`src/rtl/tamper_pkg.sv`:
```
package tamper_pkg;
    localparam int CH_BITS = 8;

    typedef enum logic [1:0] {
        ADDR_CTRL = 2'd0,
        ADDR_LOCK = 2'd1,
        ADDR_STAT = 2'd2,
        ADDR_NONE = 2'd3
    } reg_addr_e;

    // low nibble of one channel byte; en is bit 0
    typedef struct packed {
        logic filt;
        logic pu;
        logic lev;
        logic en;
    } chan_cfg_t;
endpackage

```
`src/rtl/tamper_sync.sv`:
```
module tamper_sync #(
    parameter int W = 4
) (
    input  logic         clk,
    input  logic         rst_n,
    input  logic [W-1:0] din,
    output logic [W-1:0] dout
);
    typedef struct packed {
        logic [W-1:0] s1;
        logic [W-1:0] s2;
    } sync_t;

    sync_t st_d, st_q;

    always_comb begin
        st_d    = st_q;
        st_d.s1 = din;
        st_d.s2 = st_q.s1;
    end

    always_ff @(posedge clk or negedge rst_n) begin
        if (!rst_n) st_q <= '0;
        else        st_q <= st_d;
    end

    assign dout = st_q.s2;
endmodule

```
`src/rtl/tamper_qual.sv`:
```
module tamper_qual
    import tamper_pkg::*;
#(
    parameter int SHORT_CNT = 2,
    parameter int LONG_CNT  = 3071
) (
    input  logic      clk,
    input  logic      rst_n,
    input  chan_cfg_t cfg,
    input  logic      pin_s,
    output logic      match,
    output logic      hit
);
    localparam int CW = $clog2(LONG_CNT + 1);
    localparam logic [CW-1:0] LIM_S = CW'(SHORT_CNT - 1);
    localparam logic [CW-1:0] LIM_L = CW'(LONG_CNT - 1);

    typedef struct packed {
        logic [CW-1:0] cnt;
    } qual_t;

    qual_t st_d, st_q;
    logic [CW-1:0] limit;

    always_comb begin
        st_d  = st_q;
        match = (pin_s == cfg.lev);
        limit = cfg.filt ? LIM_L : LIM_S;
        hit   = cfg.en && match && (st_q.cnt >= limit);
        if (!cfg.en || !match)      st_d.cnt = '0;
        else if (st_q.cnt < limit)  st_d.cnt = st_q.cnt + 1'b1;
    end

    always_ff @(posedge clk or negedge rst_n) begin
        if (!rst_n) st_q <= '0;
        else        st_q <= st_d;
    end
endmodule

```
`src/rtl/tamper_watch.sv`:
```
module tamper_watch
    import tamper_pkg::*;
#(
    parameter int          NUM_CH     = 4,
    parameter int          SHORT_CNT  = 2,
    parameter int          LONG_CNT   = 3071,
    parameter int          WR_GAP     = 2,
    parameter logic [31:0] UNLOCK_KEY = 32'h1ACC_E55D
) (
    input  logic                      clk,
    input  logic                      rst_n,
    input  logic [NUM_CH-1:0]         tamper_pin,
    input  logic                      wr_en,
    input  logic [1:0]                wr_addr,
    input  logic [NUM_CH*CH_BITS-1:0] wr_data,
    output logic                      wr_ready,
    input  logic [1:0]                rd_addr,
    output logic [NUM_CH*CH_BITS-1:0] rd_data,
    output logic [NUM_CH-1:0]         pullup_en,
    output logic                      tamper_evt
);
    localparam int DW = NUM_CH * CH_BITS;
    localparam int GW = $clog2(WR_GAP + 1);
    localparam logic [DW-1:0] WMASK = {NUM_CH{8'h0F}};
    localparam logic [DW-1:0] KEY   = DW'(UNLOCK_KEY);

    typedef struct packed {
        logic [DW-1:0]     ctrl;
        logic              unlocked;
        logic [NUM_CH-1:0] status;
        logic [GW-1:0]     busy;
    } regs_t;

    regs_t st_d, st_q;

    logic [NUM_CH-1:0] pin_s;
    logic [NUM_CH-1:0] match;
    logic [NUM_CH-1:0] hit;
    logic [NUM_CH-1:0] clr_ok;
    logic              wr_ok;
    chan_cfg_t         cfg [NUM_CH];

    tamper_sync #(.W(NUM_CH)) u_sync (
        .clk  (clk),
        .rst_n(rst_n),
        .din  (tamper_pin),
        .dout (pin_s)
    );

    for (genvar i = 0; i < NUM_CH; i++) begin : g_ch
        assign cfg[i]       = chan_cfg_t'(st_q.ctrl[i*CH_BITS +: 4]);
        assign pullup_en[i] = cfg[i].pu;
        assign clr_ok[i]    = !(cfg[i].en && match[i]);

        tamper_qual #(
            .SHORT_CNT(SHORT_CNT),
            .LONG_CNT (LONG_CNT)
        ) u_qual (
            .clk  (clk),
            .rst_n(rst_n),
            .cfg  (cfg[i]),
            .pin_s(pin_s[i]),
            .match(match[i]),
            .hit  (hit[i])
        );
    end

    always_comb begin
        st_d  = st_q;
        wr_ok = wr_en && (st_q.busy == '0);
        if (st_q.busy != '0) st_d.busy = st_q.busy - 1'b1;
        if (wr_ok) begin
            st_d.busy = GW'(WR_GAP);
            case (reg_addr_e'(wr_addr))
                ADDR_CTRL: if (st_q.unlocked) st_d.ctrl = wr_data & WMASK;
                ADDR_LOCK: st_d.unlocked = (wr_data == KEY);
                ADDR_STAT: st_d.status = st_q.status & ~(wr_data[NUM_CH-1:0] & clr_ok);
                default: ;
            endcase
        end
        st_d.status = st_d.status | hit;
    end

    always_ff @(posedge clk or negedge rst_n) begin
        if (!rst_n) st_q <= '0;
        else        st_q <= st_d;
    end

    always_comb begin
        case (reg_addr_e'(rd_addr))
            ADDR_CTRL: rd_data = st_q.ctrl;
            ADDR_LOCK: rd_data = DW'(st_q.unlocked);
            ADDR_STAT: rd_data = DW'(st_q.status);
            default:   rd_data = '0;
        endcase
    end

    assign wr_ready   = (st_q.busy == '0);
    assign tamper_evt = |st_q.status;

    logic [DW-1:0]     ctrl_q;
    logic              unlocked_q;
    logic [NUM_CH-1:0] status_q;
    assign ctrl_q     = st_q.ctrl;
    assign unlocked_q = st_q.unlocked;
    assign status_q   = st_q.status;
endmodule

```
`config.mk`:
```
export PLATFORM = sky130hd
export DESIGN_NAME = tamper_watch
export DESIGN_NICKNAME = d
export VERILOG_FILES = /design/src/rtl/tamper_pkg.sv /design/src/rtl/tamper_sync.sv /design/src/rtl/tamper_qual.sv /design/src/rtl/tamper_watch.sv
export SDC_FILE = /design/constraint.sdc
export NUM_CORES = 1
export LEC_CHECK = 0
export ABC_AREA = 1
export ABC_CLOCK_PERIOD_IN_PS = 2500
export BUFFER_PORTS_ARGS = -buffer_cell sky130_fd_sc_hd__clkbuf_2
export CAP_MARGIN = 30
export CORE_ASPECT_RATIO = 0.6
export CORE_MARGIN = 4
export CORE_UTILIZATION = 30
export DETAILED_ROUTE_END_ITERATION = 10
export GPL_TIMING_DRIVEN = 0
export SLEW_MARGIN = 5
export SYNTH_ARGS = -nofsm -noshare
export SYNTH_HDL_FRONTEND = slang
export SYNTH_SLANG_ARGS = --single-unit
```
`constraint.sdc`:
```
create_clock -name clk -period 2.5 [get_ports clk]
set_clock_uncertainty 0.15 [all_clocks]
set_input_delay 0.25 -clock clk [delete_from_list [all_inputs] [get_ports clk]]
set_output_delay 0.25 -clock clk [all_outputs]
set_load 0.03 [all_outputs]
```
==> results.json, run 1 <==
{
  "highest_layer": "met4",
  "hp-start": "wr_data[27]",
  "antenna_found_initial": 0,
  "synth.distinct_cells": 34,
  "power.density_nw_per_um2": 465,
  "die_h_um": 117,
  "grt_pass1_vias": 5144,
  "wirelength_um": 15200,
  "htree_levels": 3,
  "avgSynthCellArea_um2": 7.15,
  "ctsResizeCount": 0,
  "start_util": 0.309,
  "row_count": 39,
  "max_cap_violations": 0,
  "p_total_w": 0.00328,
  "crit_chain": "inv_1 > ha_1 > nand2_1 > inv_1 > nand2_1 > nand2_1 > nand2_1 > nand2_1 > nor2_2 > buf_6 > nand3_1 > nand2_1",
  "syn_inst": 830,
  "status": "completed",
  "drc": 0,
  "synth-simple-area-share": 0.356,
  "ys.flop_type": "dfrtp_1",
  "cp_max_fo": 13,
  "globalRouteOverflowTotal": 0,
  "cts_buffer_depth": 2,
  "io_pins": 81,
  "grt_pass1_wl_um": 26000,
  "min_path_cells": 3,
  "synth.largest_area_cell": "dfrtp_1",
  "via_per_inst": 4.51,
  "maxSlewViolCount": 0,
  "cts_setup_buffers": 0,
  "leakage_nw": 4.03,
  "synth_top_family_by_area": "simple AND/OR/NAND/NOR gates",
  "synth_warnings": 0,
  "cts_tree": "built",
  "die_area_um2": 22200,
  "crit_arrival_ns": 2.30,
  "dpl-instance-area_um2": 6670,
  "crit_top_cell": "nand2_1",
  "fp.dieW_um": 190,
  "pre_cts_ws_ns": 0.340,
  "synth_most_common_cell": "nand2_1",
  "nFillCells": 2065,
  "postCtsHoldBufs": 5,
  "seq_area_frac_synth": 0.333,
  "crit_type": "reg -> reg",
  "yosys.area_share.adder": 0.103,
  "ir_worst_vdd_mv": 0.356,
  "drt_iter0_drc": 373,
  "numCtsBuffers": 9,
  "synth_top_area_frac": 0.333,
  "crit_path_end_kind": "register",
  "fmax_mhz": 462,
  "drive_gt1_frac": 0.173,
  "worst_slew_pin_slew_ns": 0.733,
  "start_kind": "register",
  "wl_per_cell_um": 12.7,
  "crit_slowest_cell": "inv_1",
  "critPathRequiredTime_ns": 2.63,
  "final.setup.tns_ns": 0,
  "vias": 5396,
  "syn_area_um2": 5930,
  "ys_seq_elements": 79,
  "routabilityCongestion": 0.856,
  "synth_xor_area_frac": 0.0221,
  "synth_compound_area_frac": 0.0595,
  "rsz0062_at_grt": "no",
  "synthTopCellsByArea": "dfrtp_1, nand2_1, ha_1, nand3_1, inv_1",
  "setup_violations": 0,
  "hpwlAfterDp_um": 11800,
  "clock-sinks": 79,
  "synthArstFlopShare": 1.00,
  "grt_use_total": 0.145,
  "period_minus_slack_ns": 2.17,
  "dr_wl_met3_um": 716,
  "max_stage_delay_ns": 0.38,
  "io_buffer_count": 64,
  "r2r_start": "ctrl_q[19]$_DFFE_PN0P_",
  "wl_met1_um": 8220,
  "antennaDiodeCount": 0,
  "synth-edff-count": 0,
  "fin_crit_sh": 0.867,
  "r2r_cells": 12,
  "drtAntennaViolNets": 0,
  "synthMuxAreaShare": 0,
  "clkTransAtPathRegs_ns": 0.07,
  "clk-insertion-delay-late_ns": 0.34,
  "cp-startpoint": "ctrl_q[19]$_DFFE_PN0P_",
  "design_area_um2": 7050,
  "num-nets-final": 1018,
  "clock-root-buffer": "clkbuf_16",
  "drt_pass1_iterations": 5,
  "grt_max_degree": 47,
  "worst_slack_ns": 0.334,
  "min_path_type": "in -> reg",
  "area_growth_pct": 18.9,
  "hold_violations": 0,
  "relSlewSlack": 0.511,
  "wl_met2_um": 6140,
  "whs_ns": 0.0223,
  "synth_common_cells": "nand2_1, nand3_1, inv_1, dfrtp_1, nor2_1",
  "core_um2": 19200
}
## routing by layer
layer / GRT usage / vias to the layer above
met1: 0.223 / 2440
met4: 0.0323 / 0
met5: 0 / -
li1: - / 2828
met3: 0.0243 / 12
met2: 0.213 / 116
## report_power, final
part / total (W) / internal (W) / switching (W)
registers: 0.00138 / 0.00134 / 0.0000438
clock network: 0.00147 / 0.000908 / 0.000563
logic: 0.000429 / 0.000148 / 0.000281
## area by class of cell
cell class	count	area, um2	share of cell area
multi-input combinational	610	3270	0.464
sequential	79	1980	0.280
inverter	115	432	0.0612
timing repair buffer	70	400	0.0568
tap	266	333	0.0472
buffer	41	312	0.0442
clock buffer	10	239	0.0339
clock inverter	6	90.1	0.0128
## cells in the final DEF, fill, tap and decap left out, types with 3 or more instances in the layout
cell type,Yosys,routed
ha_1,49,49
conb_1,1,16
o21ai_1,4,4
clkbuf_16,0,9
buf_6,9,9
nand2_1,219,219
nor2_2,13,13
buf_4,22,22
buf_2,6,6
inv_2,3,3
clkbuf_2,0,63
a21oi_1,27,27
dlygate4sd3_1,0,5
nand3_1,122,122
nor3_1,4,4
nand2_2,4,4
xor2_1,14,14
clkbuf_1,4,4
a21oi_2,4,4
dfrtp_1,79,79
nand3_2,11,11
nand4_1,16,16
nor2_1,75,75
inv_1,111,111
o21ai_0,17,17
## state kept, by name, summed over array words and instances, names as in the netlist
signal and flops:
status_q 4, u_sync.st_d 4, ctrl_q 16, g_ch.u_qual.st_q 48, u_sync.dout 4, unlocked_q 1
st_q 2
## cell families after synthesis
family	after synthesis
compound gates	61
xor+xnor	15
fa+ha+maj	49
buf+inv	156
flops	79
other cells	1
simple gates	469
## worst max-delay path: cells and delay by family, from the launching register on
kind          cells  cell delay, ns
flops             1            0.36
fa+ha+maj         1            0.34
buf+inv           3            0.59
simple gates      8            0.66
## metrics by stage
step	util	std cells
floorplan	-	845
global placement	0.345	1175
detailed placement	0.347	1176
finish	0.367	1197
global route	0.367	1197
CTS	0.367	1197
## path summary, 6_finish.rpt
check	slack, ns	to
worst min register to register	0.20	u_sync.dout[3]$_DFF_PN0_
worst min-delay path	0.02	ctrl_q[27]$_DFFE_PN0P_
worst max register to register	0.33	g_ch[2].u_qual.st_q[5]$_DFFE_PN0P_
max in group asynchronous	1.28	ctrl_q[26]$_DFFE_PN0P_
worst max-delay path	0.33	g_ch[2].u_qual.st_q[5]$_DFFE_PN0P_
min in group asynchronous	0.30	g_ch[2].u_qual.st_q[4]$_DFFE_PN0P_
Power figures use the tool's default switching activity.
==> run 2, diff against run 1 <==
Settings changed: CELL_PAD_IN_SITES_DETAIL_PLACEMENT set to 0, CELL_PAD_IN_SITES_GLOBAL_PLACEMENT set to 1, CTS_CLUSTER_SIZE set to 12, PLACE_DENSITY_LB_ADDON set to 0.1.
==> results.json, run 2 (synthesized netlist as in run 1, its figures left out) <==
{
  "drt_pass1_iterations": 5,
  "crit_chain": "inv_1 > ha_1 > o21ai_1 > nand2_1 > nor2_2 > nand2_1 > nor2_2 > buf_6 > nand3_1 > nand2_1",
  "wl_per_cell_um": 13.9,
  "hpwlAfterDp_um": 13300,
  "crit_slowest_cell": "inv_1",
  "period_minus_slack_ns": 2.26,
  "final.setup.tns_ns": 0,
  "net-switching-power_w": 0.000902,
  "die_area_um2": 22200,
  "max_stage_delay_ns": 0.40,
  "start_util": 0.309,
  "core_um2": 19200,
  "drc": 0,
  "drtAntennaViolNets": 0,
  "crit_top_cell": "nand2_1",
  "hp-start": "wr_data[27]",
  "status": "completed",
  "area_growth_pct": 19.1,
  "largest_reg_flops": 48,
  "htree_levels": 3,
  "min_to": "ctrl_q[27]$_DFFE_PN0P_",
  "crit_type": "reg -> reg",
  "antenna_found_initial": 0,
  "rsz0062_at_grt": "no",
  "vias": 5287,
  "drt_iter0_drc": 304,
  "cts_buffer_depth": 2,
  "hold_violations": 0,
  "max_cap_violations": 0,
  "routabilityCongestion": 0.775,
  "grt_pass1_wl_um": 27600,
  "io_pins": 81,
  "power.density_nw_per_um2": 456,
  "clock-sinks": 79,
  "r2r_start": "ctrl_q[3]$_DFFE_PN0P_",
  "cts_setup_buffers": 0,
  "numCtsBuffers": 9,
  "grt_max_degree": 42,
  "relSlewSlack": 0.535,
  "clock-root-buffer": "clkbuf_16",
  "globalRouteOverflowTotal": 0,
  "final_common_cell": "nand2_1",
  "crit_path_end_kind": "register",
  "crit_buf_inv": 2,
  "comb_power_share": 0.138,
  "p_clk_frac": 0.435,
  "fmax_mhz": 443,
  "setup_violations": 0,
  "io_buffer_count": 64,
  "min_path_cells": 3,
  "clkTransAtPathRegs_ns": 0.06,
  "swShare": 0.280,
  "via_per_inst": 4.40,
  "cp_max_fo": 13,
  "fp.dieW_um": 190,
  "num-nets-final": 1022,
  "worst_slew_pin_slew_ns": 0.697,
  "fin_crit_sh": 0.903,
  "crit_arrival_ns": 2.39,
  "antennaDiodeCount": 0,
  "cts_tree": "built",
  "r2r_end": "g_ch[0].u_qual.st_q[2]$_DFFE_PN0P_",
  "die_h_um": 117,
  "maxSlewViolCount": 0,
  "internal_power_w": 0.00232,
  "largest_register": "g_ch.u_qual.st_q",
  "grt_use_total": 0.158,
  "final_cell_mix": "nand2_1, nand3_1, inv_1, dfrtp_1, nor2_1",
  "power_frac_seq": 0.427,
  "drive_gt1_frac": 0.171,
  "leakage_nw": 4.04,
  "ir_worst_vdd_mv": 0.326,
  "wirelength_um": 16700,
  "min_path_type": "in -> reg",
  "r2r_cells": 10,
  "nFillCells": 2095,
  "r2r_slack_ns": 0.24,
  "p_total_w": 0.00322,
  "start_kind": "register",
  "grt_pass1_vias": 4976,
  "critPathRequiredTime_ns": 2.63,
  "crit_family": "simple AND/OR/NAND/NOR gates",
  "ctsResizeCount": 0,
  "row_count": 39,
  "clk-insertion-delay-late_ns": 0.35
}
-- run 2: power groups by stage --
| stage | sequential [W] | clock, W | combinational (W) |
|---|---|---|---|
| global placement | 0.00140 | 0 | 0.000439 |
| global route | 0.00138 | 0.00151 | 0.000504 |
| detailed placement | 0.00140 | 0 | 0.000443 |
| floorplan | 0.00139 | 0 | 0.000282 |
| finish | 0.00137 | 0.00140 | 0.000446 |
| CTS | 0.00138 | 0.00146 | 0.000454 |
-- run 2: per-layer routing --
| metal | track usage | part of all wire | vias to the layer above |
|---|---|---|---|
| met5 | 0 | 0 | - |
| met2 | 0.208 | 0.36 | 95 |
| li1 | - | - | 2828 |
| met3 | 0.0373 | 0.047 | 8 |
| met1 | 0.258 | 0.59 | 2356 |
| met4 | 0.0275 | 0.0071 | 0 |
-- run 2: layout make-up --
cell class                      count  area [um2]  share of cell area
Multi-Input combinational cell    610        3270               0.463
Buffer                             41         312              0.0441
Clock inverter                      4        52.6             0.00744
Tap cell                          266         333              0.0471
Inverter                          115         432              0.0611
Sequential cell                    79        1980               0.280
Timing Repair Buffer               74         433              0.0613
Clock buffer                       12         256              0.0363
-- run 2: worst reg2reg max path, stage by stage (launching register included) --
cell and delay, ns:
dfrtp_1 0.35, inv_1 0.40, ha_1 0.35, o21ai_1 0.08
nand2_1 0.08, nor2_2 0.18, nand2_1 0.10, nor2_2 0.17
buf_6 0.18, nand3_1 0.09, nand2_1 0.08
-- run 2: metrics by stage --
step / cell area (um2) / cells / hold slack (ns) / worst slack (ns) / util
finish: 7060 / 1201 / 0.0188 / 0.242 / 0.367
CTS: 7060 / 1201 / 0.000940 / 0.245 / 0.367
global route: 7060 / 1201 / 0.00722 / 0.0366 / 0.367
floorplan: 5990 / 845 / -0.196 / 0.627 / -
global placement: 6640 / 1175 / 0.182 / 0.0106 / 0.345
detailed placement: 6660 / 1176 / 0.186 / 0.259 / 0.347
-- run 2: worst max-delay path by stage --
stage / endpoint / start / depth (start not counted)
2_1_floorplan: g_ch[1].u_qual.st_q[5]$_DFFE_PN0P_ / ctrl_q[11]$_DFFE_PN0P_ / 10
3_3_place_gp: u_sync.dout[1]$_DFF_PN0_ / rst_n / 1
3_5_place_dp: status_q[0]$_DFF_PN0_ / ctrl_q[3]$_DFFE_PN0P_ / 11
4_1_cts: g_ch[0].u_qual.st_q[2]$_DFFE_PN0P_ / ctrl_q[3]$_DFFE_PN0P_ / 10
5_1_grt: g_ch[0].u_qual.st_q[6]$_DFFE_PN0P_ / ctrl_q[3]$_DFFE_PN0P_ / 10
6_report: g_ch[0].u_qual.st_q[2]$_DFFE_PN0P_ / ctrl_q[3]$_DFFE_PN0P_ / 10
-- run 2: timing repair --
item	4_1_cts	5_1_grt
hold buffers	9	0
hold endpoints to repair	48	0
endpoints found under the setup margin	0	0
